### config.mk
export PLATFORM = sky130hd
export DESIGN_NAME = gpio_irq_port
export DESIGN_NICKNAME = d
export VERILOG_FILES = /design/src/rtl/gpio_irq_pkg.sv /design/src/rtl/gpio_in_sync.sv /design/src/rtl/gpio_out_reg.sv /design/src/rtl/gpio_irq_detect.sv /design/src/rtl/gpio_irq_port.sv
export SDC_FILE = /design/constraint.sdc
export NUM_CORES = 1
export LEC_CHECK = 0
export BUFFER_PORTS_ARGS = -buffer_cell sky130_fd_sc_hd__buf_2
export CORE_MARGIN = 1
export CORE_UTILIZATION = 55
export DETAILED_ROUTE_END_ITERATION = 6
export GPL_TIMING_DRIVEN = 0
export PLACE_DENSITY_LB_ADDON = 0.05
export SYNTH_ARGS = -nofsm -noshare
export SYNTH_HDL_FRONTEND = slang
export SYNTH_SLANG_ARGS = --single-unit
### constraint.sdc
create_clock -name clk -period 2 [get_ports clk]
set_input_delay 0.1 -clock clk [delete_from_list [all_inputs] [get_ports clk]]
set_output_delay 0.1 -clock clk [all_outputs]
set_load 0.01 [all_outputs]
### src/rtl/gpio_irq_pkg.sv
package gpio_irq_pkg;

  typedef enum logic [3:0] {
    IRQ_OFF  = 4'h0,
    IRQ_LOW  = 4'h8,
    IRQ_RISE = 4'h9,
    IRQ_FALL = 4'hA,
    IRQ_BOTH = 4'hB,
    IRQ_HIGH = 4'hC
  } irq_mode_e;

  typedef enum logic [2:0] {
    OP_NONE,
    OP_LOAD,
    OP_SET,
    OP_CLR,
    OP_TGL
  } out_op_e;

  // Event for one pin from its mode, current and previous synchronized level.
  function automatic logic pin_event(input logic [3:0] mode, input logic cur,
                                     input logic prev);
    logic hit;
    case (mode)
      IRQ_LOW:  hit = ~cur;
      IRQ_RISE: hit = cur & ~prev;
      IRQ_FALL: hit = ~cur & prev;
      IRQ_BOTH: hit = cur ^ prev;
      IRQ_HIGH: hit = cur;
      default:  hit = 1'b0;
    endcase
    return hit;
  endfunction

  // Next value of one output bit for a given write operation.
  function automatic logic alias_bit(input out_op_e op, input logic old,
                                     input logic m);
    logic nxt;
    case (op)
      OP_LOAD: nxt = m;
      OP_SET:  nxt = old | m;
      OP_CLR:  nxt = old & ~m;
      OP_TGL:  nxt = old ^ m;
      default: nxt = old;
    endcase
    return nxt;
  endfunction

  // Write-one-to-clear flag where a new event has priority over the clear.
  function automatic logic flag_next(input logic cur, input logic clr,
                                     input logic evt);
    return (cur & ~clr) | evt;
  endfunction

endpackage

### src/rtl/gpio_in_sync.sv
module gpio_in_sync #(
  parameter int N      = 32,
  parameter int STAGES = 2
) (
  input  logic         clk,
  input  logic         rst_n,
  input  logic [N-1:0] pin_i,
  output logic [N-1:0] cur_o,
  output logic [N-1:0] prev_o
);

  logic [N-1:0] stg [STAGES];

  always_ff @(posedge clk or negedge rst_n) begin
    if (!rst_n) begin
      for (int k = 0; k < STAGES; k++) stg[k] <= '0;
      prev_o <= '0;
    end else begin
      stg[0] <= pin_i;
      for (int k = 1; k < STAGES; k++) stg[k] <= stg[k-1];
      prev_o <= stg[STAGES-1];
    end
  end

  assign cur_o = stg[STAGES-1];

endmodule

### src/rtl/gpio_out_reg.sv
module gpio_out_reg
  import gpio_irq_pkg::*;
#(
  parameter int N = 32
) (
  input  logic         clk,
  input  logic         rst_n,
  input  out_op_e      op_i,
  input  logic [N-1:0] mask_i,
  output logic [N-1:0] dout_o
);

  for (genvar g = 0; g < N; g++) begin : g_bit
    always_ff @(posedge clk or negedge rst_n) begin
      if (!rst_n) dout_o[g] <= 1'b0;
      else        dout_o[g] <= alias_bit(op_i, dout_o[g], mask_i[g]);
    end
  end

endmodule

### src/rtl/gpio_irq_detect.sv
module gpio_irq_detect
  import gpio_irq_pkg::*;
#(
  parameter int N  = 32,
  parameter int MW = 4
) (
  input  logic            clk,
  input  logic            rst_n,
  input  logic [N-1:0]    cur_i,
  input  logic [N-1:0]    prev_i,
  input  logic [MW*N-1:0] mode_i,
  input  logic            clr_we_i,
  input  logic [N-1:0]    clr_mask_i,
  output logic [N-1:0]    evt_o,
  output logic [N-1:0]    sts_o
);

  for (genvar g = 0; g < N; g++) begin : g_pin
    assign evt_o[g] = pin_event(mode_i[g*MW +: MW], cur_i[g], prev_i[g]);

    always_ff @(posedge clk or negedge rst_n) begin
      if (!rst_n) sts_o[g] <= 1'b0;
      else        sts_o[g] <= flag_next(sts_o[g], clr_we_i & clr_mask_i[g], evt_o[g]);
    end
  end

endmodule

### src/rtl/gpio_irq_port.sv
module gpio_irq_port
  import gpio_irq_pkg::*;
#(
  parameter int NPINS       = 32,
  parameter int ADDR_W      = 9,
  parameter int DATA_W      = 32,
  parameter int SYNC_STAGES = 2,
  parameter int MODE_LSB    = 16
) (
  input  logic              clk,
  input  logic              rst_n,
  input  logic              bus_sel,
  input  logic              bus_wr,
  input  logic [ADDR_W-1:0] bus_addr,
  input  logic [DATA_W-1:0] bus_wdata,
  output logic [DATA_W-1:0] bus_rdata,
  input  logic [NPINS-1:0]  pin_i,
  output logic [NPINS-1:0]  pin_o,
  output logic              irq_o
);

  localparam int MW     = 4;
  localparam int OFF_W  = ADDR_W - 1;
  localparam int IDX_W  = OFF_W - 2;
  localparam logic [OFF_W-1:0] OFF_STS  = OFF_W'(8'hA0);
  localparam logic [OFF_W-1:0] OFF_DOUT = OFF_W'(8'h00);
  localparam logic [OFF_W-1:0] OFF_SET  = OFF_W'(8'h04);
  localparam logic [OFF_W-1:0] OFF_CLR  = OFF_W'(8'h08);
  localparam logic [OFF_W-1:0] OFF_TGL  = OFF_W'(8'h0C);
  localparam logic [OFF_W-1:0] OFF_DIN  = OFF_W'(8'h10);
  localparam logic [OFF_W-1:0] CTRL_END = OFF_W'(4 * NPINS);

  // ---------------- decode ----------------
  logic              data_side;
  logic              aligned;
  logic [OFF_W-1:0]  off;
  logic [IDX_W-1:0]  ctrl_idx;
  logic              ctrl_hit;
  logic              wr_hit;
  logic              rd_hit;
  logic [NPINS-1:0]  wmask;

  assign data_side = bus_addr[ADDR_W-1];
  assign off       = bus_addr[OFF_W-1:0];
  assign aligned   = (bus_addr[1:0] == 2'b00);
  assign ctrl_idx  = off[OFF_W-1:2];
  assign ctrl_hit  = !data_side && aligned && (off < CTRL_END);
  assign wr_hit    = bus_sel && bus_wr && aligned;
  assign rd_hit    = bus_sel && !bus_wr && aligned;
  assign wmask     = bus_wdata[NPINS-1:0];

  // Named write events, also observed by the checker.
  logic sts_clr_we;
  logic set_we;
  logic clr_we;
  logic tgl_we;
  logic load_we;

  assign sts_clr_we = wr_hit && !data_side && (off == OFF_STS);
  assign load_we    = wr_hit && data_side && (off == OFF_DOUT);
  assign set_we     = wr_hit && data_side && (off == OFF_SET);
  assign clr_we     = wr_hit && data_side && (off == OFF_CLR);
  assign tgl_we     = wr_hit && data_side && (off == OFF_TGL);

  out_op_e out_op;
  always_comb begin
    out_op = OP_NONE;
    if (load_we)     out_op = OP_LOAD;
    else if (set_we) out_op = OP_SET;
    else if (clr_we) out_op = OP_CLR;
    else if (tgl_we) out_op = OP_TGL;
  end

  // ---------------- output register ----------------
  gpio_out_reg #(.N(NPINS)) u_out (
    .clk    (clk),
    .rst_n  (rst_n),
    .op_i   (out_op),
    .mask_i (wmask),
    .dout_o (pin_o)
  );

  // ---------------- input synchronizer ----------------
  logic [NPINS-1:0] pin_cur;
  logic [NPINS-1:0] pin_prev;

  gpio_in_sync #(.N(NPINS), .STAGES(SYNC_STAGES)) u_sync (
    .clk    (clk),
    .rst_n  (rst_n),
    .pin_i  (pin_i),
    .cur_o  (pin_cur),
    .prev_o (pin_prev)
  );

  // ---------------- per-pin control words ----------------
  logic [MW*NPINS-1:0] mode_flat;

  for (genvar g = 0; g < NPINS; g++) begin : g_ctrl
    logic [MW-1:0] mode_q;
    always_ff @(posedge clk or negedge rst_n) begin
      if (!rst_n)
        mode_q <= '0;
      else if (wr_hit && ctrl_hit && (ctrl_idx == IDX_W'(g)))
        mode_q <= bus_wdata[MODE_LSB +: MW];
    end
    assign mode_flat[g*MW +: MW] = mode_q;
  end

  // ---------------- detection and status ----------------
  logic [NPINS-1:0] evt_vec;
  logic [NPINS-1:0] sts_q;

  gpio_irq_detect #(.N(NPINS), .MW(MW)) u_det (
    .clk        (clk),
    .rst_n      (rst_n),
    .cur_i      (pin_cur),
    .prev_i     (pin_prev),
    .mode_i     (mode_flat),
    .clr_we_i   (sts_clr_we),
    .clr_mask_i (wmask),
    .evt_o      (evt_vec),
    .sts_o      (sts_q)
  );

  assign irq_o = |sts_q;

  // ---------------- read mux ----------------
  always_comb begin
    bus_rdata = '0;
    if (rd_hit) begin
      if (data_side) begin
        if (off == OFF_DOUT)     bus_rdata[NPINS-1:0] = pin_o;
        else if (off == OFF_DIN) bus_rdata[NPINS-1:0] = pin_cur;
      end else if (off == OFF_STS) begin
        bus_rdata[NPINS-1:0] = sts_q;
      end else if (ctrl_hit) begin
        for (int i = 0; i < NPINS; i++)
          if (ctrl_idx == IDX_W'(i))
            bus_rdata[MODE_LSB +: MW] = mode_flat[i*MW +: MW];
      end
    end
  end

endmodule

==> impl_metrics.toml <==
[global_routing]
grt_pass1_wl_mm = 81.5
grt_max_degree = 119
antenna_found_initial = 2
grt_pass1_vias = 14100
grt_usage_pct = 35.3
grt-ovfl-total = 0

[worst_setup_path]
crit_type = "flip-flop to primary output"
start_kind = "flip-flop"
crit_required_ns = 1.90
cp.arrival_ns = 2.72
crit_path_end_kind = "primary output"
critPathMaxFanout = 3

[clocking]
clk_pin_slew_ns = 0.06
cts-root-buf = "clkbuf_16"
htree_num_levels = 2
clock_path_buffers = 3
cts_made_buffers = 34
clk_latency_ns = 0.52
cts_tree = "yes"
cts_sinks = 288

[floorplan]
die-area_um2 = 30300
coreArea_um2 = 28900
initial_core_util_pct = 56.2
die_x_um = 174
die-height_um = 174
boundaryPins = 142
rows = 62

[synthesis]
synth_edf_count = 0
synth.avg_cell_area_um2 = 9.84
syn_area_um2 = 16300
synth_commonest_cells = "dfrtp_1 (288), inv_1 (168), nand2_1 (168)"
yosys.area.top_type = "dfrtp_1"
synthCells = 1653
synth_top_area_share_pct = 44.3
synth_nets = 1858
synth.distinct_cells = 63
synth_async_sr_flop_share_pct = 100
ys.flop_type = "dfrtp_1"
yosysSeqAreaShare_pct = 44.3
yosysWarnings = 0
ys_ff_latch = 288
synthTopCellsByArea = "dfrtp_1 (44%), ha_1 (9.8%), mux2_2 (8.1%), inv_1 (3.9%), nand2_1 (3.9%)"
synth.most_common_cell = "dfrtp_1"

[routing]
viasPerCell = 6.14
drt_first_pass_iters = 6
postRouteAntennaNets = 0
vias = 14300
wl_per_cell_um = 23.0
drc = 0
drtIter0Drc = 1418
routed_wl_mm = 53.6

[sta]
finalWorstSetupSlack_ns = -0.825
hold_viol_final = 0
maxSlewViolCount = 0
fmax_mhz = 354
rsz0062_at_grt = "true"
whs_ns = 0.0502
finClkSkew_ns = 0.0138
finalCritPeriodShare_pct = 141
tightest_slew_ns = 1.17
finalSetupViolCount = 23
maxSlewHeadroom_pct = 22.3
tns_ns = -3.63
fin_crit_ns = 2.82

[power]
vdd_drop_max_mv = 0.646
p_leak_nw = 9.63
powerDensity_nw_per_um2 = 696
finalPower_mw = 14.3

[finish]
syn_to_final_growth_pct = 26.3
drive_above_1_share_pct = 28.1
final_net_count = 2133

[run_status]
violations = "setup timing"
status = "finished with violations"

[placement]
port_buffers = 141
gp_congestion = 0.929
hpwl_mm = 37.4

[run]
maxCapViolCount = 0

[hold_path]
hold_path_class = "primary input to flip-flop"
cell usage in the layout, fill, tap and decap left out, drive strengths merged, types with 3 or more instances in the layout:
master	count
dfrtp	288
buf	214
inv	169
nand2	168
o21ai	139
ha	128
mux2	127
nor2	113
clkbuf	95
a21oi	91
dlygate4sd3	60
a22oi	35
a221oi	34
a211oi	34
mux2i	33
a32o	23
nor3	21
nor2b	20
o22ai	19
o211ai	14
nor4	13
a211o	11
a311o	10
nand3	8
a31oi	7
mux4	6
clkinv	5
o221ai	5
nand4	4
a221o	4
bufinv	4
nand2b	4
o31ai	4
or2	4
and2	3
a22o	3
where the power goes:
group	switching [mW]	internal, mW
sequential	0.238	6.02
clock	2.47	4.13
combinational	0.862	0.577
sequential cells by signal (all words and copies together), names as in the netlist:
name,flops
u_sync.stg,32
u_sync.prev_o,32
u_sync.cur_o,32
u_out.dout_o,32
u_det.sts_o,32
g_ctrl.mode_q,128
cell type report:
class,instances,area [µm²]
clock inverter,11,161
inverter,168,631
multi-input combinational,1115,8730
sequential,288,7220
clock buffer,48,1040
buffer,81,504
antenna,1,2.50
timing repair buffer,240,1780
fill,2183,8400
tap,384,480
critical path, cell delays in order (launching register included):
cell and delay, ns:
dfrtp_1 0.40, mux4_2 0.52, nand2_2 0.08, o31ai_2 0.08, a221o_1 0.33, o311a_1 0.18
o221ai_2 0.25, a41oi_2 0.18, buf_2 0.19
per-layer routing:
layer | global-route usage [%] | wire length, µm | vias up
met1 | 49.0 | 23300 | 7140
met3 | 6.71 | 4100 | 124
li1 | - | - | 6448
met4 | 13.4 | 1790 | 2
met5 | 0 | 11 | -
met2 | 54.9 | 24500 | 629
metrics by stage:
stage | utilization (%) | instance area [µm²] | cells | setup slack (ns)
floorplan | - | 16300 | 1653 | 0.00419
global placement | 60.3 | 17500 | 2178 | -4.61
detailed placement | 60.6 | 17500 | 2180 | -1.30
CTS | 68.8 | 19900 | 2316 | -0.836
global route | 71.0 | 20500 | 2336 | -0.852
finish | 71.0 | 20500 | 2336 | -0.825
worst paths after layout:
| kind | depth (start not counted) | slack [ns] | startpoint | to |
|---|---|---|---|---|
| worst max-delay path | 8 | -0.82 | g_ctrl[2].mode_q[3] | bus_rdata[19] |
| worst min-delay path | 3 | 0.05 | bus_wdata[18] | u_det.sts_o[18] |
| worst max register to register | 5 | 0.34 | u_sync.cur_o[19] | u_det.sts_o[19] |
| worst min register to register | 0 | 0.35 | u_sync.stg[58] | u_sync.cur_o[26] |
| max in group asynchronous | 3 | 0.88 | rst_n | u_det.sts_o[21] |
| min in group asynchronous | 2 | 0.10 | rst_n | u_sync.cur_o[2] |
cells by family (layout without fill, tap and decap cells):
family | Yosys count | count (layout) | share of synthesized area (%)
simple gates | 372 | 372 | 10.1
flops | 288 | 288 | 44.3
other cells | 0 | 1 | 0
fa+ha+maj | 128 | 128 | 9.85
buf+inv | 250 | 548 | 5.98
mux | 166 | 166 | 11.7
compound gates | 449 | 449 | 18.1
what timing repair did:
action | in CTS | in global routing
cloned | 0 | 2
resized for setup | 136 | 113
pin swaps | 15 | 39
hold buffers | 60 | 0
endpoints found under the hold margin | 116 | 0
setup endpoints to repair | 216 | 182
setup buffers | 18 | 18
(Power assumes the default switching activity.)
